===== config.mk =====
export PLATFORM = sky130hd
export DESIGN_NAME = chan_engine
export DESIGN_NICKNAME = d
export VERILOG_FILES = /design/src/rtl/chan_pkg.sv /design/src/rtl/chan_regs.sv /design/src/rtl/chan_seq.sv /design/src/rtl/chan_engine.sv
export SDC_FILE = /design/constraint.sdc
export NUM_CORES = 1
export LEC_CHECK = 0
export BUFFER_PORTS_ARGS = -buffer_cell sky130_fd_sc_hd__buf_2
export CAP_MARGIN = 20
export CORE_ASPECT_RATIO = 0.5
export CORE_MARGIN = 1
export CORE_UTILIZATION = 50
export CTS_CLUSTER_SIZE = 40
export DETAILED_ROUTE_END_ITERATION = 16
export PLACE_DENSITY = 0.81
export RECOVER_POWER = 25
export SKIP_LAST_GASP = 1
export SYNTH_ARGS = -nofsm -noshare
export SYNTH_HDL_FRONTEND = slang
export SYNTH_SLANG_ARGS = --single-unit

===== constraint.sdc =====
create_clock -name clk -period 2.54 [get_ports clk]
set_input_delay 0.254 -clock clk [delete_from_list [all_inputs] [get_ports clk]]
set_output_delay 0.254 -clock clk [all_outputs]
set_load 0.005 [all_outputs]

===== src/rtl/chan_pkg.sv =====
`timescale 1ns/1ps
package chan_pkg;

    typedef enum logic [3:0] {
        S_IDLE,
        S_FETCH,
        S_FETCH_GAP,
        S_DECODE,
        S_RX_WAIT,
        S_MEM_WR,
        S_MEM_RD,
        S_TX_SEND,
        S_DESC_END,
        S_FAULT
    } seq_state_e;

    // register indices
    localparam logic [1:0] REG_BASE = 2'd0;
    localparam logic [1:0] REG_CTRL = 2'd1;
    localparam logic [1:0] REG_STAT = 2'd2;
    localparam logic [1:0] REG_CUR  = 2'd3;

    // status bit positions
    localparam int STAT_BUSY = 0;
    localparam int STAT_DONE = 1;
    localparam int STAT_ERR  = 2;

    // opcodes
    localparam int OPC_NOP     = 0;
    localparam int OPC_DEV2MEM = 1;
    localparam int OPC_MEM2DEV = 2;

    // descriptor shape
    localparam int DESC_WORDS = 4;
    localparam int FLAG_LAST  = 0;
    localparam int FLAG_IRQ   = 1;

endpackage


===== src/rtl/chan_regs.sv =====
`timescale 1ns/1ps
module chan_regs
    import chan_pkg::*;
#(
    parameter int W = 32
) (
    input  logic         clk,
    input  logic         rst_n,
    input  logic         reg_wr,
    input  logic [1:0]   reg_addr,
    input  logic [W-1:0] reg_wdata,
    output logic [W-1:0] reg_rdata,
    input  logic         busy,
    input  logic [W-1:0] cur_desc,
    input  logic         ev_set,
    input  logic         err_set,
    output logic         start_pulse,
    output logic [W-1:0] list_base,
    output logic         irq
);

    localparam int STAT_W = STAT_ERR + 1;

    logic         done_q;
    logic         err_q;
    logic [W-1:0] base_q;
    logic         done_clr;

    assign start_pulse = reg_wr && (reg_addr == REG_CTRL) && reg_wdata[0] && !busy;
    assign done_clr    = reg_wr && (reg_addr == REG_STAT) && reg_wdata[STAT_DONE];

    always_ff @(posedge clk or negedge rst_n) begin
        if (!rst_n) begin
            base_q <= '0;
            done_q <= 1'b0;
            err_q  <= 1'b0;
        end else begin
            if (reg_wr && (reg_addr == REG_BASE)) begin
                base_q <= reg_wdata;
            end
            // a new event wins over a same-cycle clear
            if (ev_set) begin
                done_q <= 1'b1;
            end else if (done_clr) begin
                done_q <= 1'b0;
            end
            if (err_set) begin
                err_q <= 1'b1;
            end else if (start_pulse) begin
                err_q <= 1'b0;
            end
        end
    end

    logic [STAT_W-1:0] stat_bits;
    always_comb begin
        stat_bits            = '0;
        stat_bits[STAT_BUSY] = busy;
        stat_bits[STAT_DONE] = done_q;
        stat_bits[STAT_ERR]  = err_q;
    end

    always_comb begin
        unique case (reg_addr)
            REG_BASE: reg_rdata = base_q;
            REG_CTRL: reg_rdata = '0;
            REG_STAT: reg_rdata = W'(stat_bits);
            REG_CUR:  reg_rdata = cur_desc;
            default:  reg_rdata = '0;
        endcase
    end

    assign list_base = base_q;
    assign irq       = done_q;

    // the interrupt drops only after an acknowledge write
    assert_irq_clear_R11: assert property (@(posedge clk) disable iff (!rst_n)
        $fell(irq) |-> $past(reg_wr && (reg_addr == REG_STAT) && reg_wdata[STAT_DONE]));

    // the interrupt rises only after the sequencer reported an event
    assert_irq_source_R9: assert property (@(posedge clk) disable iff (!rst_n)
        $rose(irq) |-> $past(ev_set));

endmodule


===== src/rtl/chan_seq.sv =====
`timescale 1ns/1ps
module chan_seq
    import chan_pkg::*;
#(
    parameter int W     = 32,
    parameter int DEV_W = 4,
    parameter int OP_W  = 4
) (
    input  logic             clk,
    input  logic             rst_n,
    input  logic             start,
    input  logic [W-1:0]     list_base,
    output logic             busy,
    output logic [W-1:0]     cur_desc,
    output logic             ev_set,
    output logic             err_set,
    output logic             mem_req,
    output logic             mem_we,
    output logic [W-1:0]     mem_addr,
    output logic [W-1:0]     mem_wdata,
    input  logic             mem_gnt,
    input  logic [W-1:0]     mem_rdata,
    output logic [DEV_W-1:0] dev_id,
    input  logic             rx_valid,
    output logic             rx_ready,
    input  logic [W-1:0]     rx_data,
    output logic             tx_valid,
    input  logic             tx_ready,
    output logic [W-1:0]     tx_data
);

    localparam int           WCNT_W     = W - 1;
    localparam int           IDX_W      = $clog2(DESC_WORDS);
    localparam logic [W-1:0] WORD_STEP  = W'(4);
    localparam logic [W-1:0] DESC_STEP  = W'(DESC_WORDS * 4);
    localparam logic [IDX_W-1:0] IDX_LAST = IDX_W'(DESC_WORDS - 1);

    seq_state_e state_q, state_d;

    logic [W-1:0]      desc_ptr_q;
    logic [W-1:0]      buf_addr_q;
    logic [W-1:0]      xfer_q;
    logic [IDX_W-1:0]  widx_q;
    logic [OP_W-1:0]   op_q;
    logic [DEV_W-1:0]  dev_q;
    logic [WCNT_W-1:0] left_q;
    logic [WCNT_W-1:0] words_from_cnt;
    logic              last_q;
    logic              irqf_q;
    logic              grant;
    logic              left_one;
    logic              left_zero;

    assign grant          = mem_req && mem_gnt;
    assign words_from_cnt = {1'b0, mem_rdata[W-1:2]} + WCNT_W'(|mem_rdata[1:0]);
    assign left_one       = (left_q == WCNT_W'(1));
    assign left_zero      = (left_q == '0);

    // state register
    always_ff @(posedge clk or negedge rst_n) begin
        if (!rst_n) begin
            state_q <= S_IDLE;
        end else begin
            state_q <= state_d;
        end
    end

    // transitions
    always_comb begin
        state_d = state_q;
        unique case (state_q)
            S_IDLE: begin
                if (start) state_d = S_FETCH;
            end
            S_FETCH: begin
                if (grant) state_d = (widx_q == IDX_LAST) ? S_DECODE : S_FETCH_GAP;
            end
            S_FETCH_GAP: begin
                state_d = S_FETCH;
            end
            S_DECODE: begin
                if (op_q == OP_W'(OPC_NOP)) begin
                    state_d = S_DESC_END;
                end else if (op_q == OP_W'(OPC_DEV2MEM)) begin
                    state_d = left_zero ? S_DESC_END : S_RX_WAIT;
                end else if (op_q == OP_W'(OPC_MEM2DEV)) begin
                    state_d = left_zero ? S_DESC_END : S_MEM_RD;
                end else begin
                    state_d = S_FAULT;
                end
            end
            S_RX_WAIT: begin
                if (rx_valid) state_d = S_MEM_WR;
            end
            S_MEM_WR: begin
                if (grant) state_d = left_one ? S_DESC_END : S_RX_WAIT;
            end
            S_MEM_RD: begin
                if (grant) state_d = S_TX_SEND;
            end
            S_TX_SEND: begin
                if (tx_ready) state_d = left_one ? S_DESC_END : S_MEM_RD;
            end
            S_DESC_END: begin
                state_d = last_q ? S_IDLE : S_FETCH;
            end
            S_FAULT: begin
                state_d = S_IDLE;
            end
            default: state_d = S_IDLE;
        endcase
    end

    // datapath
    always_ff @(posedge clk or negedge rst_n) begin
        if (!rst_n) begin
            desc_ptr_q <= '0;
            buf_addr_q <= '0;
            xfer_q     <= '0;
            widx_q     <= '0;
            op_q       <= '0;
            dev_q      <= '0;
            left_q     <= '0;
            last_q     <= 1'b0;
            irqf_q     <= 1'b0;
        end else begin
            unique case (state_q)
                S_IDLE: begin
                    if (start) begin
                        desc_ptr_q <= list_base;
                        widx_q     <= '0;
                    end
                end
                S_FETCH: begin
                    if (grant) begin
                        widx_q <= widx_q + IDX_W'(1);
                        unique case (widx_q)
                            IDX_W'(0): begin
                                op_q  <= mem_rdata[OP_W-1:0];
                                dev_q <= mem_rdata[OP_W +: DEV_W];
                            end
                            IDX_W'(1): buf_addr_q <= mem_rdata;
                            IDX_W'(2): left_q     <= words_from_cnt;
                            default: begin
                                last_q <= mem_rdata[FLAG_LAST];
                                irqf_q <= mem_rdata[FLAG_IRQ];
                            end
                        endcase
                    end
                end
                S_RX_WAIT: begin
                    if (rx_valid) xfer_q <= rx_data;
                end
                S_MEM_WR: begin
                    if (grant) begin
                        buf_addr_q <= buf_addr_q + WORD_STEP;
                        left_q     <= left_q - WCNT_W'(1);
                    end
                end
                S_MEM_RD: begin
                    if (grant) xfer_q <= mem_rdata;
                end
                S_TX_SEND: begin
                    if (tx_ready) begin
                        buf_addr_q <= buf_addr_q + WORD_STEP;
                        left_q     <= left_q - WCNT_W'(1);
                    end
                end
                S_DESC_END: begin
                    if (!last_q) begin
                        desc_ptr_q <= desc_ptr_q + DESC_STEP;
                        widx_q     <= '0;
                    end
                end
                default: ;
            endcase
        end
    end

    // outputs
    always_comb begin
        mem_req  = 1'b0;
        mem_we   = 1'b0;
        mem_addr = '0;
        rx_ready = 1'b0;
        tx_valid = 1'b0;
        ev_set   = 1'b0;
        err_set  = 1'b0;
        unique case (state_q)
            S_FETCH: begin
                mem_req  = 1'b1;
                mem_addr = desc_ptr_q + W'({widx_q, 2'b00});
            end
            S_RX_WAIT: rx_ready = 1'b1;
            S_MEM_WR: begin
                mem_req  = 1'b1;
                mem_we   = 1'b1;
                mem_addr = buf_addr_q;
            end
            S_MEM_RD: begin
                mem_req  = 1'b1;
                mem_addr = buf_addr_q;
            end
            S_TX_SEND: tx_valid = 1'b1;
            S_DESC_END: ev_set = last_q || irqf_q;
            S_FAULT: begin
                ev_set  = 1'b1;
                err_set = 1'b1;
            end
            default: ;
        endcase
    end

    assign busy      = (state_q != S_IDLE);
    assign cur_desc  = desc_ptr_q;
    assign dev_id    = dev_q;
    assign mem_wdata = xfer_q;
    assign tx_data   = xfer_q;

    // a pending request holds its address and direction
    assert_req_hold_R4: assert property (@(posedge clk) disable iff (!rst_n)
        mem_req && !mem_gnt |=> mem_req && $stable(mem_addr) && $stable(mem_we));

    // one access per grant, then the request is released
    assert_req_release_R4: assert property (@(posedge clk) disable iff (!rst_n)
        mem_req && mem_gnt |=> !mem_req);

    // an offered outbound word stays put until accepted
    assert_tx_hold_R6: assert property (@(posedge clk) disable iff (!rst_n)
        tx_valid && !tx_ready |=> tx_valid && $stable(tx_data));

    // a write to memory carries the word last taken from the device
    assert_wr_data_R5: assert property (@(posedge clk) disable iff (!rst_n)
        rx_valid && rx_ready |=> mem_req && mem_we && (mem_wdata == $past(rx_data)));

endmodule


===== src/rtl/chan_engine.sv =====
`timescale 1ns/1ps
module chan_engine
    import chan_pkg::*;
#(
    parameter int W     = 32,
    parameter int DEV_W = 4,
    parameter int OP_W  = 4
) (
    input  logic             clk,
    input  logic             rst_n,
    input  logic             reg_wr,
    input  logic [1:0]       reg_addr,
    input  logic [W-1:0]     reg_wdata,
    output logic [W-1:0]     reg_rdata,
    output logic             irq,
    output logic             mem_req,
    output logic             mem_we,
    output logic [W-1:0]     mem_addr,
    output logic [W-1:0]     mem_wdata,
    input  logic             mem_gnt,
    input  logic [W-1:0]     mem_rdata,
    output logic [DEV_W-1:0] dev_id,
    input  logic             dev_rx_valid,
    output logic             dev_rx_ready,
    input  logic [W-1:0]     dev_rx_data,
    output logic             dev_tx_valid,
    input  logic             dev_tx_ready,
    output logic [W-1:0]     dev_tx_data
);

    logic         seq_busy;
    logic [W-1:0] seq_cur;
    logic         seq_ev;
    logic         seq_err;
    logic         start_pulse;
    logic [W-1:0] list_base;

    chan_regs #(.W(W)) u_regs (
        .clk         (clk),
        .rst_n       (rst_n),
        .reg_wr      (reg_wr),
        .reg_addr    (reg_addr),
        .reg_wdata   (reg_wdata),
        .reg_rdata   (reg_rdata),
        .busy        (seq_busy),
        .cur_desc    (seq_cur),
        .ev_set      (seq_ev),
        .err_set     (seq_err),
        .start_pulse (start_pulse),
        .list_base   (list_base),
        .irq         (irq)
    );

    chan_seq #(.W(W), .DEV_W(DEV_W), .OP_W(OP_W)) u_seq (
        .clk       (clk),
        .rst_n     (rst_n),
        .start     (start_pulse),
        .list_base (list_base),
        .busy      (seq_busy),
        .cur_desc  (seq_cur),
        .ev_set    (seq_ev),
        .err_set   (seq_err),
        .mem_req   (mem_req),
        .mem_we    (mem_we),
        .mem_addr  (mem_addr),
        .mem_wdata (mem_wdata),
        .mem_gnt   (mem_gnt),
        .mem_rdata (mem_rdata),
        .dev_id    (dev_id),
        .rx_valid  (dev_rx_valid),
        .rx_ready  (dev_rx_ready),
        .rx_data   (dev_rx_data),
        .tx_valid  (dev_tx_valid),
        .tx_ready  (dev_tx_ready),
        .tx_data   (dev_tx_data)
    );

    // list end leaves the interrupt raised as busy drops
    assert_finish_irq_R9: assert property (@(posedge clk) disable iff (!rst_n)
        $fell(seq_busy) |-> irq);

    // a fault stops the sequencer and raises the interrupt
    assert_fault_halt_R8: assert property (@(posedge clk) disable iff (!rst_n)
        seq_err |=> !seq_busy && irq);

endmodule


==> impl_metrics.csv, run 1 <==
group,metric,value,unit
cells_and_area,register_area,4440,sq um
synthesis,synth_seq_cells,177,
route,first_iter_violations,1288,
placed_design,gp_congestion,0.982,
route,drc,0,
cts,root_buffer,"clkbuf_16",
synthesis,synth_cell_types,83,
setup_path,arrival,2.27,ns
cells_and_area,multi_input_comb_area,6550,sq um
sta,post-route-period-util,99.3,%
synthesis,yosys.area_share.simple,20.8,%
cells_and_area,drive_above_1_share,29.1,%
cells_and_area,nets,1650,
synthesis,synth_warnings,0,
cts,clock-sinks,177,
die,rows,39,
setup_path,worstPathCellList,"ha_2 > fa_2 > buf_4 > nand4_1 > xor2_1 > o21ai_0 > buf_2",
setup_path,worstRegToRegCells,8,
route,top_layer,"met4",
sta,fin_skew,0.0119,ns
sta,fmax,396,MHz
sta,timing_hold_violations_final,0,
cells_and_area,fillers,1956,
die,core,22900,sq um
setup_path,reg2reg_from,"u_seq.widx_q[0]",
setup_path,endpoint_kind,"primary output",
synthesis,synth_edf_count,0,
cts,numCtsBuffers,17,
synthesis,synth-main-ff-cell,"dfrtp_1",
synthesis,syn_nets,1457,
sta,setup_viol,0,
synthesis,synth_xor_area_share,3.67,%
power_and_ir_drop,power.density,1050,nW/um^2
setup_path,r2r_slack,0.20,ns
cts,clockBufferDepth,2,
sta,drv_slew,0,
hold_path,hold_end,"u_regs.list_base[28]",
sta,rsz0062_at_grt,"yes",
route,vias,11800,
hold_path,min_path_type,"primary input to flip-flop",
cts,clkLatencyLatePin,0.44,ns
die,ios,241,
cells_and_area,areaGrowthSynthToFinish,19.4,%
setup_path,crit_path_start,"u_seq.cur_desc[2]",
sta,relSlewSlack,2.75,%
route,wl_per_cell,19.7,um
job,maxCapViolations,0,
synthesis,syn_inst,1339,
sta,worstMarginPinSlew,1.46,ns
global_route,grt_max_degree,79,
placed_design,post-place-ws,0.187,ns
status,status,"complete, no violations",
global_route,grt_pass1_wl,56700,um
die,die_width,218,um
power_and_ir_drop,p_leak,0.00588,uW
sta,fin_ws,0.0167,ns
synthesis,synth_compound_area_share,21.4,%
synthesis,synth_top_family_by_area,"compound AO/OA/AOI/OAI gates",
global_route,gr-usage-all-layers,29.9,%
setup_path,required,2.29,ns
synthesis,avgSynthCellArea,8.73,sq um
cts,h-tree-depth,4,
route,drt-total-wl,36500,um
route,wl_met1,15500,um
route,route.met3.wl,3100,um
power_and_ir_drop,irDropWorstVdd,0.469,mV
setup_path,crit_fanout,7,
synthesis,synth_adder_area_share,1.56,%
hold_path,whs_path_depth,2,
global_route,antenna_found_initial,0,
setup_path,max_stage_delay,0.43,ns
setup_path,cp-start-kind,"flip-flop",
die,dieHeight,110,um
setup_path,crit_type,"flip-flop to primary output",
sta,fin_tns_setup,0,ns
cts,cts_tree,"yes",
cts,path_clk_slew,0.07,ns
global_route,grt.overflow.total,0,
die,start_util,51.1,%
global_route,grt_pass1_vias,10900,
synthesis,async_reset_ff_share,100,%
placed_design,placed_cells,1801,
route,postRouteAntennaNets,0,
setup_path,crit_slowest_cell,"fa_2",
placed_design,portBuffers,240,
die,dieArea,24000,sq um
sta,fin_crit,2.52,ns
cells_and_area,final_util,61.0,%
synthesis,yosysSeqAreaShare,37.9,%
cells_and_area,final_cell_count_no_fill,1851,
route,dr_wl_met2,16800,um
route,vias_per_cell,6.36,
cells_and_area,num_antenna_cells,0,
hold_path,worstHoldStart,"reg_wdata[28]",
placed_design,place_hpwl,25600,um
synthesis,synth.area.mux_share,7.91,%
setup_path,r2r_end,"u_seq.left_q[25]",
synthesis,syn_area,11700,sq um
route,drt_pass1_iterations,8,
[cell type report]
class / instances / share of cell area (%)
clock inverters: 13 / 1.35
inverters: 18 / 0.484
multi-input cells: 1002 / 46.9
repair buffers: 316 / 13.6
flip-flops and latches: 177 / 31.8
well taps: 307 / 2.75
clock buffers: 18 / 3.07
[registers in the layout, summed over array words and instances, names as in the netlist, 2 cells and up]
name / count
u_regs.list_base: 32
u_seq.left_q: 31
u_seq.op_q: 4
u_seq.state_q: 4
u_seq.cur_desc: 32
u_seq.mem_wdata: 32
u_seq.widx_q: 2
u_seq.dev_id: 4
u_seq.buf_addr_q: 32
[timing repair]
action | 4_1_cts | 5_1_grt
endpoints found under the setup margin | 28 | 30
pin swaps | 3 | 5
resized for setup | 17 | 21
endpoints found under the hold margin | 46 | 0
buffers inserted | 7 | 10
cloned | 0 | 1
hold buffers | 1 | 0
[cell families (layout without fill, tap and decap cells)]
group,count (synthesis),after routing
simple gates,468,468
mux,86,86
flops,177,177
buf+inv,160,365
xor+xnor,49,49
fa+ha+maj,14,14
compound gates,385,385
[power by group]
group,internal [uW],switching (uW)
logic,2880,3510
registers,4020,1410
clock network,1640,1200
total,8550,6130
[through the flow]
stage	power [uW]	hold slack, ns	cell area (sq um)
after CTS	14400	0.0195	13800
after global placement	11100	0.231	13100
after detailed placement	11400	0.233	13100
after floorplan	9180	-0.0416	11700
after global routing	15600	0.0210	14000
final	14700	0.0286	14000
[cells in the mapped netlist (9+ instances only)]
cell type  instances  area share, %
a21oi_1           91            3.9
a22o_1            36            2.7
a2bb2oi_1         17            1.3
a31oi_1           10           0.54
and3_1            12           0.64
buf_2             31            1.3
buf_4             35            2.2
clkbuf_1          69            2.2
dfrtp_1          177             38
ha_1              13            1.4
inv_1             17           0.55
mux2_1            11            1.1
mux2_2            40            3.9
mux2i_1           35            3.0
nand2_1          139            4.5
nand2b_1          12           0.64
nand3_1           68            2.9
nand4_1           37            2.0
nor2_1            77            2.5
nor3_1            29            1.2
nor4_1            22            1.2
o211ai_1          11           0.71
o21ai_0           94            4.0
o21ai_1           20           0.86
o22ai_1           29            1.6
or3_1              9           0.48
xnor2_1           20            1.5
xor2_1            29            2.2
[worst max-delay path: cells and delay by family (launching register included)]
kind	cells	cell delay, ns
adder cells (fa/ha/maj)	2	0.66
flip-flops	1	0.40
buffers and inverters	2	0.35
AO/OA/AOI/OAI	1	0.26
AND/OR/NAND/NOR	1	0.08
XOR/XNOR	1	0.08
[layer usage]
| layer | track usage [%] | vias up |
|---|---|---|
| met3 | 5.60 | 98 |
| met2 | 47.5 | 607 |
| met5 | 0 | - |
| met1 | 40.7 | 5749 |
| met4 | 11.9 | 0 |
| li1 | - | 5317 |
[worst max path at each step]
stage | endpoint | cells past startpoint | slack, ns
floorplan | mem_addr[26] | 7 | 0.37
global placement | mem_addr[30] | 8 | 0.21
detailed placement | u_seq.left_q[15] | 6 | 0.19
CTS | mem_addr[28] | 7 | -0.1
global route | mem_addr[30] | 8 | -0.08
finish | mem_addr[8] | 7 | 0.02
[placed cells by master (no fill, tap or decap), types with 8 or more instances in the layout]
cell type | netlist | final
a21oi_1 | 91 | 89
a22o_1 | 36 | 36
a2bb2oi_1 | 17 | 17
a31oi_1 | 10 | 10
and3_1 | 12 | 12
buf_12 | 0 | 8
buf_2 | 31 | 238
buf_4 | 35 | 62
clkbuf_16 | 0 | 18
dfrtp_1 | 177 | 166
dfrtp_2 | 0 | 11
ha_1 | 13 | 12
inv_1 | 17 | 17
mux2_1 | 11 | 11
mux2_2 | 40 | 40
mux2i_1 | 35 | 35
nand2_1 | 139 | 139
nand2b_1 | 12 | 12
nand3_1 | 68 | 67
nand4_1 | 37 | 37
nor2_1 | 77 | 75
nor3_1 | 29 | 27
nor4_1 | 22 | 22
o211ai_1 | 11 | 11
o21ai_0 | 94 | 87
o21ai_1 | 20 | 25
o22ai_1 | 29 | 29
or3_1 | 9 | 8
or4_1 | 8 | 8
xnor2_1 | 20 | 20
xor2_1 | 29 | 28
Power figures use the tool's default switching activity.
==> run 2: changes to the inputs <==
--- a/config.mk
+++ b/config.mk
@@ -6,7 +6,7 @@
 export NUM_CORES = 1
 export LEC_CHECK = 0
 export BUFFER_PORTS_ARGS = -buffer_cell sky130_fd_sc_hd__buf_2
-export CAP_MARGIN = 20
+export CAP_MARGIN = 30
 export CORE_ASPECT_RATIO = 0.5
 export CORE_MARGIN = 1
 export CORE_UTILIZATION = 50
==> constraint.sdc (replaced) <==
create_clock -name clk -period 2.54 [get_ports clk]
set_input_delay 0.381 -clock clk [delete_from_list [all_inputs] [get_ports clk]]
set_output_delay 0.381 -clock clk [all_outputs]
set_load 0.005 [all_outputs]
==> impl_metrics.csv, run 2 (same netlist as run 1, synthesis figures left out) <==
group,metric,value,unit
power_and_ir_drop,p_leak,0.00605,uW
power_and_ir_drop,power.switching,6340,uW
die,ios,241,
global_route,gr-usage-all-layers,30.6,%
hold_path,whs_path_depth,2,
sta,fin_ws,-0.0979,ns
placed_design,place_hpwl,26400,um
die,start_util,51.1,%
placed_design,portBuffers,240,
route,vias_per_cell,6.26,
global_route,antenna_found_initial,0,
die,core,22900,sq um
cts,path_clk_slew,0.06,ns
cells_and_area,multi_input_comb_area,6730,sq um
power_and_ir_drop,power.density,1060,nW/um^2
hold_path,min_path_type,"primary input to flip-flop",
die,dieArea,24000,sq um
hold_path,worstHoldStart,"reg_wdata[24]",
hold_path,hold_end,"u_regs.list_base[24]",
power_and_ir_drop,p_int,8840,uW
global_route,grt_pass1_vias,10700,
sta,timing_hold_violations_final,0,
power_and_ir_drop,p_comb_share,45.3,%
setup_path,required,2.16,ns
cts,h-tree-depth,4,
power_and_ir_drop,clkPwrFrac,18.6,%
power_and_ir_drop,fin_total_pwr,15200,uW
global_route,grt_max_degree,65,
power_and_ir_drop,power_frac_seq,36.0,%
placed_design,placed_cells,1814,
cells_and_area,num_antenna_cells,0,
setup_path,r2r_end,"u_seq.cur_desc[17]",
setup_path,worst-path-buf-inv,4,
setup_path,critPathTopFamily,"buffers and inverters",
setup_path,reg2reg_from,"u_seq.state_q[1]",
setup_path,worstRegToRegCells,6,
power_and_ir_drop,irDropWorstVdd,0.531,mV
cells_and_area,areaGrowthSynthToFinish,22.4,%
cells_and_area,final_cell_count_no_fill,1876,
sta,fmax,379,MHz
setup_path,cp-start-kind,"flip-flop",
route,drt-total-wl,37600,um
sta,drv_slew,62,
placed_design,gp_congestion,0.971,
die,dieHeight,110,um
setup_path,arrival,2.26,ns
setup_path,endpoint_kind,"primary output",
die,rows,39,
cts,clockBufferDepth,2,
sta,setup_viol,15,
sta,fin_skew,0.00963,ns
setup_path,max_stage_delay,0.40,ns
status,violations,"capacitance limit, slew limit, setup timing",
sta,rsz0062_at_grt,"yes",
cells_and_area,register_area,4450,sq um
global_route,grt.overflow.total,0,
cells_and_area,final_area,14300,sq um
setup_path,crit_slowest_cell,"dfrtp_1",
cts,numCtsBuffers,17,
route,drc,0,
setup_path,crit_top_cell,"buf_6",
sta,post-route-period-util,104,%
route,wl_per_cell,20.0,um
cells_and_area,fillers,1855,
sta,worstMarginPinSlew,1.74,ns
placed_design,place_area,13200,sq um
die,die_width,218,um
setup_path,worstPathCellList,"buf_6 > nand3_4 > nor4_2 > buf_4 > buf_6 > nand3_1 > xnor2_2 > o21ai_0 > buf_2",
job,maxCapViolations,1,
route,first_iter_violations,1235,
cts,root_buffer,"clkbuf_16",
cells_and_area,final_common_cell,"buf_2",
global_route,grt_pass1_wl,57500,um
route,drt_pass1_iterations,6,
cts,clkLatencyLatePin,0.45,ns
sta,fin_crit,2.64,ns
sta,relSlewSlack,-15.8,%
cells_and_area,drive_above_1_share,31.6,%
cts,clock-sinks,177,
sta,whs,0.149,ns
route,vias,11700,
placed_design,post-place-ws,0.111,ns
cts,cts_tree,"yes",
setup_path,r2r_slack,0.10,ns
status,status,"complete, but fails checks",
setup_path,crit_fanout,5,
cells_and_area,nets,1674,
setup_path,crit_type,"flip-flop to primary output",
power_and_ir_drop,swShare,41.8,%
cells_and_area,layout_common_cells,"buf_2, dfrtp_1, nand2_1",
route,postRouteAntennaNets,0,
[run 2: through the flow]
stage / TNS (ns) / utilization (%)
2_1_floorplan: 0 / -
3_3_place_gp: 0 / 57.7
3_5_place_dp: 0 / 57.7
4_1_cts: -0.0715 / 61.4
5_1_grt: -2.60 / 62.5
6_report: -0.717 / 62.5
[run 2: final cells by class]
| cell class | instances | area share (%) |
|---|---|---|
| clock buffers | 21 | 3.15 |
| clock inverters | 11 | 1.13 |
| inverters | 18 | 0.472 |
| multi-input cells | 1002 | 47.0 |
| flip-flops and latches | 177 | 31.1 |
| well taps | 307 | 2.68 |
| repair buffers | 340 | 14.5 |
[run 2: how the worst max path moves through the flow]
stage / startpoint / end / slack (ns) / depth (start not counted)
2_1_floorplan: u_seq.cur_desc[5] / mem_addr[26] / 0.24 / 7
3_3_place_gp: u_seq.widx_q[0] / mem_addr[14] / 0.12 / 7
3_5_place_dp: u_seq.widx_q[0] / mem_addr[14] / 0.11 / 7
4_1_cts: u_seq.cur_desc[2] / mem_addr[8] / -0.03 / 7
5_1_grt: u_seq.cur_desc[4] / mem_addr[17] / -0.17 / 9
6_report: u_seq.cur_desc[4] / mem_addr[23] / -0.1 / 9
[run 2: power by group through the flow]
stage          clock, uW  sequential, uW  combinational [uW]
3_5_place_dp           0            5410                6170
3_3_place_gp           0            5330                6000
4_1_cts             2850            5350                6510
6_report            2830            5470                6880
2_1_floorplan          0            4930                4250
5_1_grt             2950            5610                7520
[run 2: per-layer routing]
metal | part of all wire (%) | GRT usage (%) | routed length [um] | vias up
met3 | 8.0 | 5.71 | 3000 | 105
met5 | 0 | 0 | 0 | -
li1 | - | - | - | 5361
met2 | 46 | 47.5 | 17300 | 649
met4 | 3.1 | 13.4 | 1180 | 0
met1 | 43 | 42.1 | 16100 | 5633
[run 2: repair_timing]
item	CTS	global route
setup endpoints to repair	28	26
setup buffers	14	14
cloned	0	1
pin swaps	6	22
hold buffers	1	0
gates resized for setup	42	44
hold endpoints to repair	59	0
